[src/rtl/dsp_periph_irq_pkg.sv]
package dsp_periph_irq_pkg;

  // Bit positions inside the interrupt status word
  localparam int ABORT_BIT = 0;
  localparam int START_BIT = 1;
  localparam int EOL_BIT   = 7;
  localparam int STORED_W  = 2;

  typedef enum logic [1:0] {
    TGT_NONE = 2'd0,
    TGT_INT  = 2'd1,
    TGT_DMA  = 2'd2
  } tgt_e;

endpackage

[src/rtl/pirq_decode.sv]
module pirq_decode
  import dsp_periph_irq_pkg::*;
#(
  parameter int              ADDR_W   = 24,
  parameter logic [ADDR_W-1:0] INT_ADDR = 24'hFFFFC5,
  parameter logic [ADDR_W-1:0] DMA_BASE = 24'hFFFFD4
) (
  input  logic              sel,
  input  logic [ADDR_W-1:0] addr,
  output tgt_e              tgt,
  output logic [1:0]        dma_idx
);

  localparam int DMA_IDX_W = 2;

  logic hit_int;
  logic hit_dma;

  assign hit_int = (addr == INT_ADDR);
  assign hit_dma = (addr[ADDR_W-1:DMA_IDX_W] == DMA_BASE[ADDR_W-1:DMA_IDX_W]);

  always_comb begin
    tgt = TGT_NONE;
    if (sel) begin
      if (hit_int)      tgt = TGT_INT;
      else if (hit_dma) tgt = TGT_DMA;
    end
  end

  assign dma_idx = addr[DMA_IDX_W-1:0] - DMA_BASE[DMA_IDX_W-1:0];

endmodule

[src/rtl/pirq_status.sv]
module pirq_status
  import dsp_periph_irq_pkg::*;
#(
  parameter int DATA_W = 24
) (
  input  logic                clk,
  input  logic                rst,
  input  logic                clr_en,
  input  logic [DATA_W-1:0]   clr_data,
  input  logic                set_start,
  input  logic                set_abort,
  output logic [STORED_W-1:0] stat,
  output logic                eol_clr
);

  logic [STORED_W-1:0] clr_mask;
  logic [STORED_W-1:0] set_mask;
  logic [STORED_W-1:0] stat_d;

  always_comb begin
    clr_mask = '0;
    set_mask = '0;
    if (clr_en) begin
      clr_mask[ABORT_BIT] = clr_data[ABORT_BIT];
      clr_mask[START_BIT] = clr_data[START_BIT];
    end
    set_mask[ABORT_BIT] = set_abort;
    set_mask[START_BIT] = set_start;
    // a set in the same cycle wins over a clear
    stat_d = (stat & ~clr_mask) | set_mask;
  end

  always_ff @(posedge clk) begin
    if (rst) begin
      stat    <= '0;
      eol_clr <= 1'b0;
    end else begin
      stat    <= stat_d;
      eol_clr <= clr_en & clr_data[EOL_BIT];
    end
  end

  assert_set_wins_R6: assert property (@(posedge clk) disable iff (rst)
    set_start |=> stat[START_BIT]);

  assert_abort_sets_R2: assert property (@(posedge clk) disable iff (rst)
    set_abort |=> stat[ABORT_BIT]);

  assert_w1c_R3: assert property (@(posedge clk) disable iff (rst)
    (clr_en && clr_data[ABORT_BIT] && !set_abort) |=> !stat[ABORT_BIT]);

  assert_sticky_R2: assert property (@(posedge clk) disable iff (rst)
    !clr_en |=> ((stat & $past(stat)) == $past(stat)));

  assert_eol_pulse_R4: assert property (@(posedge clk) disable iff (rst)
    (clr_en && clr_data[EOL_BIT]) |=> eol_clr);

  assert_eol_quiet_R4: assert property (@(posedge clk) disable iff (rst)
    !(clr_en && clr_data[EOL_BIT]) |=> !eol_clr);

endmodule

[src/rtl/pirq_rdmux.sv]
module pirq_rdmux
  import dsp_periph_irq_pkg::*;
#(
  parameter int                DATA_W       = 24,
  parameter logic [DATA_W-1:0] UNMAPPED_VAL = 24'h0ABABA
) (
  input  logic                clk,
  input  logic                rst,
  input  logic                rd_en,
  input  tgt_e                tgt,
  input  logic [STORED_W-1:0] stat,
  input  logic                eol,
  input  logic [DATA_W-1:0]   dma_rdata,
  output logic [DATA_W-1:0]   rdata,
  output logic                rvalid
);

  logic [DATA_W-1:0] int_word;
  logic [DATA_W-1:0] rd_d;

  always_comb begin
    int_word            = '0;
    int_word[ABORT_BIT] = stat[ABORT_BIT];
    int_word[START_BIT] = stat[START_BIT];
    int_word[EOL_BIT]   = eol;
  end

  always_comb begin
    unique case (tgt)
      TGT_INT: rd_d = int_word;
      TGT_DMA: rd_d = dma_rdata;
      default: rd_d = UNMAPPED_VAL;
    endcase
  end

  always_ff @(posedge clk) begin
    if (rst) begin
      rdata  <= '0;
      rvalid <= 1'b0;
    end else begin
      rvalid <= rd_en;
      if (rd_en) rdata <= rd_d;
    end
  end

  assert_unmapped_R8: assert property (@(posedge clk) disable iff (rst)
    (rd_en && tgt == TGT_NONE) |=> (rdata == UNMAPPED_VAL));

  assert_rvalid_R10: assert property (@(posedge clk) disable iff (rst)
    rd_en |=> rvalid);

  assert_no_rvalid_R10: assert property (@(posedge clk) disable iff (rst)
    !rd_en |=> !rvalid);

endmodule

[src/rtl/dsp_periph_irq.sv]
module dsp_periph_irq
  import dsp_periph_irq_pkg::*;
#(
  parameter int                ADDR_W       = 24,
  parameter int                DATA_W       = 24,
  parameter logic [ADDR_W-1:0] INT_ADDR     = 24'hFFFFC5,
  parameter logic [ADDR_W-1:0] DMA_BASE     = 24'hFFFFD4,
  parameter logic [DATA_W-1:0] UNMAPPED_VAL = 24'h0ABABA
) (
  input  logic              clk,
  input  logic              rst,
  input  logic              bus_sel,
  input  logic              bus_we,
  input  logic [ADDR_W-1:0] bus_addr,
  input  logic [DATA_W-1:0] wr_data,
  output logic [DATA_W-1:0] rd_data,
  output logic              rd_valid,
  input  logic              frame_start,
  input  logic              frame_abort,
  output logic              irq,
  input  logic              dma_eol,
  output logic              dma_eol_clr,
  output logic [1:0]        dma_idx,
  output logic              dma_wr,
  output logic [DATA_W-1:0] dma_wdata,
  input  logic [DATA_W-1:0] dma_rdata
);

  tgt_e                tgt;
  logic [STORED_W-1:0] stat;
  logic                rd_en;
  logic                int_wr;

  pirq_decode #(
    .ADDR_W   (ADDR_W),
    .INT_ADDR (INT_ADDR),
    .DMA_BASE (DMA_BASE)
  ) u_decode (
    .sel     (bus_sel),
    .addr    (bus_addr),
    .tgt     (tgt),
    .dma_idx (dma_idx)
  );

  assign rd_en     = bus_sel & ~bus_we;
  assign int_wr    = bus_we & (tgt == TGT_INT);
  assign dma_wr    = bus_we & (tgt == TGT_DMA);
  assign dma_wdata = wr_data;

  pirq_status #(
    .DATA_W (DATA_W)
  ) u_status (
    .clk       (clk),
    .rst       (rst),
    .clr_en    (int_wr),
    .clr_data  (wr_data),
    .set_start (frame_start),
    .set_abort (frame_abort),
    .stat      (stat),
    .eol_clr   (dma_eol_clr)
  );

  pirq_rdmux #(
    .DATA_W       (DATA_W),
    .UNMAPPED_VAL (UNMAPPED_VAL)
  ) u_rdmux (
    .clk       (clk),
    .rst       (rst),
    .rd_en     (rd_en),
    .tgt       (tgt),
    .stat      (stat),
    .eol       (dma_eol),
    .dma_rdata (dma_rdata),
    .rdata     (rd_data),
    .rvalid    (rd_valid)
  );

  assign irq = (|stat) | dma_eol;

  assert_irq_after_start_R9: assert property (@(posedge clk) disable iff (rst)
    frame_start |=> irq);

  assert_dma_wr_only_mapped_R8: assert property (@(posedge clk) disable iff (rst)
    dma_wr |-> (bus_sel && bus_we));

endmodule

[config.mk]
export PLATFORM = sky130hd
export DESIGN_NAME = dsp_periph_irq
export DESIGN_NICKNAME = d
export VERILOG_FILES = /design/src/rtl/dsp_periph_irq_pkg.sv /design/src/rtl/pirq_decode.sv /design/src/rtl/pirq_status.sv /design/src/rtl/pirq_rdmux.sv /design/src/rtl/dsp_periph_irq.sv
export SDC_FILE = /design/constraint.sdc
export NUM_CORES = 1
export LEC_CHECK = 0
export BUFFER_PORTS_ARGS = -buffer_cell sky130_fd_sc_hd__buf_4
export CAP_MARGIN = 0
export CELL_PAD_IN_SITES_DETAIL_PLACEMENT = 1
export CELL_PAD_IN_SITES_GLOBAL_PLACEMENT = 1
export CORE_MARGIN = 3
export CORE_UTILIZATION = 26
export DETAILED_ROUTE_END_ITERATION = 8
export PLACE_DENSITY_LB_ADDON = 0.3
export SETUP_SLACK_MARGIN = 0.15
export SLEW_MARGIN = 20
export SYNTH_ARGS = -nofsm -noshare
export SYNTH_HDL_FRONTEND = slang
export SYNTH_SLANG_ARGS = --single-unit
[constraint.sdc]
create_clock -name clk -period 2.42 [get_ports clk]
set_input_delay 0 -clock clk [delete_from_list [all_inputs] [get_ports clk]]
set_output_delay 0 -clock clk [all_outputs]
set_load 0.02 [all_outputs]
==> Word-level counts from Yosys, hierarchy flattened <==
Index checks and enable logic that the tools add are counted.
{ "totals": {"register_bits": 28, "input_bits": 79, "ramBits": 0, "mem_bits_ro": 0, "latch_bits": 0, "n_memories": 0} }
{ "op_classes": {"order_cmp": 0, "mux": 5, "n_div": 0, "shift": 0, "addsub": 0, "n_eq_ne": 4, "bitwise_logic": 9, "reduce_logical": 1, "multipliers": 0} }
{ "op_table": {"columns": ["cell", "count"], "rows": [
  ["24-bit one-hot mux with 2 select lines", 1],
  ["24-bit == test, second input constant", 1],
  ["22-bit == test, second input constant", 1],
  ["2-bit two-way mux", 4],
  ["1-bit AND", 4],
  ["2-bit AND", 1],
  ["2-bit by 1-bit == test with 1-bit output, second input constant", 1],
  ["2-bit == test, second input constant", 1],
  ["2-bit NOT", 1],
  ["2-bit bitwise OR", 1],
  ["2-bit OR reduction", 1],
  ["1-bit NOT", 1],
  ["1-bit bitwise OR", 1]
]} }

==> Depth between registers and ports, before layout <==
{ "depth": {"ltp_word": 10, "depth_mapped": 5} }

==> Hierarchy <==
A second synthesis with hierarchy kept.
{ "hier_totals": {"cells_unflattened": 171, "hier_area_um2": 1496.4} }
{ "modules_own_cells": {"columns": ["module", "seq_area_each_um2", "instances", "area_per_inst_um2", "cells_each"], "rows": [
  ["pirq_rdmux", 500.5, 1, 1094.8, 119],
  ["dsp_periph_irq", 0.0, 1, 210.2, 28],
  ["pirq_status", 60.1, 1, 100.1, 11],
  ["pirq_decode", 0.0, 1, 91.3, 13]
]} }

==> Worst setup path after synthesis <==
OpenSTA, ideal clock, no wires.
{ "synth_timing": {"path_type": "input-to-reg", "from": "input bus_addr[3]", "to": "register u_rdmux.rdata[4]", "arrival_ns": 0.785, "stages": 5, "path_slack_ns": 1.513, "n_path_buf": 1, "setup_time_ns": 0.122, "path_cell_list": "and4bb_1 and4b_1 and3_4 buf_6 a21oi_1"} }
{ "synth_between": {"elab_chain_len": 6, "word_cells_on_any_way": 8} }
{ "synth_rtl": {"columns": ["item", "line", "text"], "rows": [
  ["start: declaration", "dsp_periph_irq.sv:14", "input logic [ADDR_W-1:0] bus_addr,"],
  ["22-bit == test", "pirq_decode.sv:20", "assign hit_dma = (addr[ADDR_W-1:DMA_IDX_W] == DMA_BASE[ADDR_W-1:DMA_IDX_W]);"],
  ["2-bit two-way mux", "pirq_decode.sv:26", "else if (hit_dma) tgt = TGT_DMA;"],
  ["2-bit two-way mux (*)", "pirq_decode.sv:25", "if (hit_int) tgt = TGT_INT;"],
  ["2-bit two-way mux (*)", "pirq_decode.sv:24", "if (sel) begin"],
  ["2-bit == test / 2-bit by 1-bit == test with 1-bit output (equally long branches)", "pirq_rdmux.sv:29", "unique case (tgt)"],
  ["24-bit one-hot mux with 2 select lines (*)", "pirq_rdmux.sv:29", null],
  ["end signal: assignment", "pirq_rdmux.sv:42", "if (rd_en) rdata <= rd_d;"],
  ["end: declaration", "pirq_rdmux.sv:14", "output logic [DATA_W-1:0] rdata,"]
]} }
Every way passes the cells marked *; elsewhere a longest branch is shown, timed or not.
A chain may end at the register's enable or synchronous reset.

==> Worst setup path in the final report <==
{ "layout_timing": {"from": "input bus_addr[3]", "to": "register u_rdmux.rdata[6]"} }
The elaborated chain is that of the path after synthesis.

==> flow_metrics.env <==
export IMPL_ys_ff_latch=28
export IMPL_hold_viol_final=0
export IMPL_clockBufferDepth=2
export IMPL_synthFlopType="dfxtp_1"
export IMPL_status="completed"
export IMPL_syn_inst=172
export IMPL_fin_crit_ns=1.25
export IMPL_die_w_microns=81.0
export IMPL_period_share_pct=51.8
export IMPL_drc=0
export IMPL_drt_iter0_markers=26
export IMPL_ant_nets=0
export IMPL_relSlewSlack_pct=51.6
export IMPL_place_hpwl_microns=3620
export IMPL_r2r_end="u_rdmux.rdata[0]"
export IMPL_worst_pin_slew_ns=0.724
export IMPL_synth_area_sq_um=1460
export IMPL_r2r_start="u_status.stat[0]"
export IMPL_yosysTopAreaCell="dfxtp_1"
export IMPL_synth_cell_types=33
export IMPL_worstSkewPairLatency_ns=0.27
export IMPL_crit_required_ns=2.61
export IMPL_ys_warnings_count=0
export IMPL_cts_setup_buffers=0
export IMPL_slowest_stage="nand3_1"
export IMPL_p_per_area_nw_per_um2=439
export IMPL_boundaryPins=133
export IMPL_finalSetupViolations=0
export IMPL_max_cap_violations=0
export IMPL_via_count=1497
export IMPL_die_height_microns=81.0
export IMPL_htree_levels=1
export IMPL_synth_top_cells_by_count="dfxtp_1, buf_4, nand3_1"
export IMPL_gp_congestion=0.756
export IMPL_grt_pass1_wl_microns=7250
export IMPL_synth_most_common_cell="dfxtp_1"
export IMPL_cts_tree="yes"
export IMPL_viasPerCell=4.78
export IMPL_cts_root_buf="clkbuf_8"
export IMPL_endpoint="u_rdmux.rdata[6]"
export IMPL_utilization_pct=41.0
export IMPL_cts_num_sinks=28
export IMPL_synth_area_top_cells="dfxtp_1, buf_4, nand3_1"
export IMPL_synthesis_nets=251
export IMPL_numCtsBuffers=3
export IMPL_max_stage_delay_ns=0.52
export IMPL_whs_ns=0.00000774
export IMPL_layout_nets=324
export IMPL_rsz0062_at_grt="no"
export IMPL_io_buffers=90
export IMPL_cp_data_arrival_time_ns=1.44
export IMPL_coreArea_sq_um=5270
export IMPL_r2r_cells=3
export IMPL_grt_usage_pct=14.1
export IMPL_irDropWorstVdd_mv=0.195
export IMPL_critPathLaunch="bus_addr[3]"
export IMPL_r2r_setup_slack_ns=1.54
export IMPL_antennaDiodeCount=0
export IMPL_async_flop_share_pct=0
export IMPL_wl_microns=4710
export IMPL_fill_cells=638
export IMPL_clk_pin_slew_ns=0.09
export IMPL_worst_setup_path_end_kind="flop"
export IMPL_initial_core_util_pct=27.7
export IMPL_synthDominantCellAreaShare_pct=38.4
export IMPL_dp_slack_ns=0.864
export IMPL_dr_pass1_iters=4
export IMPL_grt_start_max_net_pins=36
export IMPL_slew_violations=0
export IMPL_skew_ns=0.00242
export IMPL_grt_pass1_vias=1574
export IMPL_path_class="in2reg"
export IMPL_worst_slack_ns=1.17
export IMPL_grt_overflow=0
export IMPL_worstSetupStartpointType="input pin"
export IMPL_yosysSeqAreaShare_pct=38.4
export IMPL_wl_per_cell_microns=15.1
export IMPL_drive_gt1_share_pct=44.9
export IMPL_syn_avg_cell_area_sq_um=8.50
export IMPL_path_cells="buf_4, and4bb_1, and4b_1, nand3_1, o21ai_0"
export IMPL_finalSetupTns_ns=0
export IMPL_critPathMaxFanout=11
export IMPL_fmax_ghz=0.798
export IMPL_hold_class="in2out"
export IMPL_die_area_sq_um=6560
export IMPL_total_leakage_power_nw=0.939
export IMPL_rows=26
export IMPL_area_growth_pct=47.7
export IMPL_synth_edff_count=0
export IMPL_grt_antenna_before_repair=0
## stage by stage
step	power (mW)	cells	cell area, sq um
after CTS	0.965	313	2160
after global placement	0.694	297	1990
final	0.947	313	2160
after detailed placement	0.697	297	1990
after floorplan	0.628	172	1460
after global routing	1.00	313	2160
## cells in the final DEF, fill, tap and decap left out, types with 3 or more instances in the layout
master         netlist  layout
nand3_1             24      24
dfxtp_1             28      28
nand2_1              3       3
o21ai_2             10      10
a21oi_1             10      10
nor3b_1              3       3
buf_4               26      92
nand4_1              3       3
nor2_1               6       6
dlygate4sd3_1        0      13
o21ai_0             23      23
clkbuf_8             0       3
## cells by family after synthesis
group / synth area share, %
AO/OA/AOI/OAI: 21.2
buffers and inverters: 18.2
AND/OR/NAND/NOR: 22.2
flip-flops: 38.4
## layout make-up
| cell class | instances | area (sq um) | share of cell area (%) |
|---|---|---|---|
| timing repair buffer | 105 | 821 | 38.0 |
| inverter | 3 | 11.3 | 0.522 |
| multi-input combinational | 104 | 637 | 29.5 |
| tap | 70 | 87.6 | 4.06 |
| clock buffer | 3 | 41.3 | 1.91 |
| sequential | 28 | 561 | 26.0 |
## report_power, final
| group | internal [mW] | leakage (nW) | switching (mW) |
|---|---|---|---|
| clock | 0.112 | 0.0216 | 0.136 |
| combinational | 0.117 | 0.689 | 0.0973 |
| sequential | 0.477 | 0.229 | 0.00850 |
## worst max-delay path: cells and delay by family
kind	cells	cell delay, ns
AND/OR/NAND/NOR	3	1.00
AO/OA/AOI/OAI	1	0.32
buffers and inverters	1	0.11
## layer usage
metal | up-vias | GRT usage, % | wire length, microns
li1 | 733 | - | -
met1 | 680 | 17.1 | 1910
met2 | 72 | 23.6 | 2230
met3 | 12 | 4.10 | 485
met4 | 0 | 5.24 | 85
met5 | - | 0 | 0
## flip-flops by register name, indices dropped and copies added, names as in the netlist
name,flops
u_rdmux.rdata,24
u_status.stat,2
u_rdmux.rvalid,1
u_status.eol_clr,1
## timing repair
action / in CTS / in global routing
hold buffers: 13 / 0
endpoints found under the hold margin: 15 / 0
gates resized for setup: 0 / 0
## worst min-delay path by stage
stage | startpoint | endpoint | slack [ns] | depth (start not counted)
finish | wr_data[2] | dma_wdata[2] | 0.000008 | 0
floorplan | rst | u_rdmux.rvalid | 0.07 | 1
global placement | wr_data[18] | dma_wdata[18] | 0.0001 | 0
CTS | wr_data[18] | dma_wdata[18] | 0.0001 | 0
detailed placement | wr_data[18] | dma_wdata[18] | 0.0001 | 0
global route | wr_data[2] | dma_wdata[2] | 0.00004 | 0
Power figures use the tool's default switching activity.
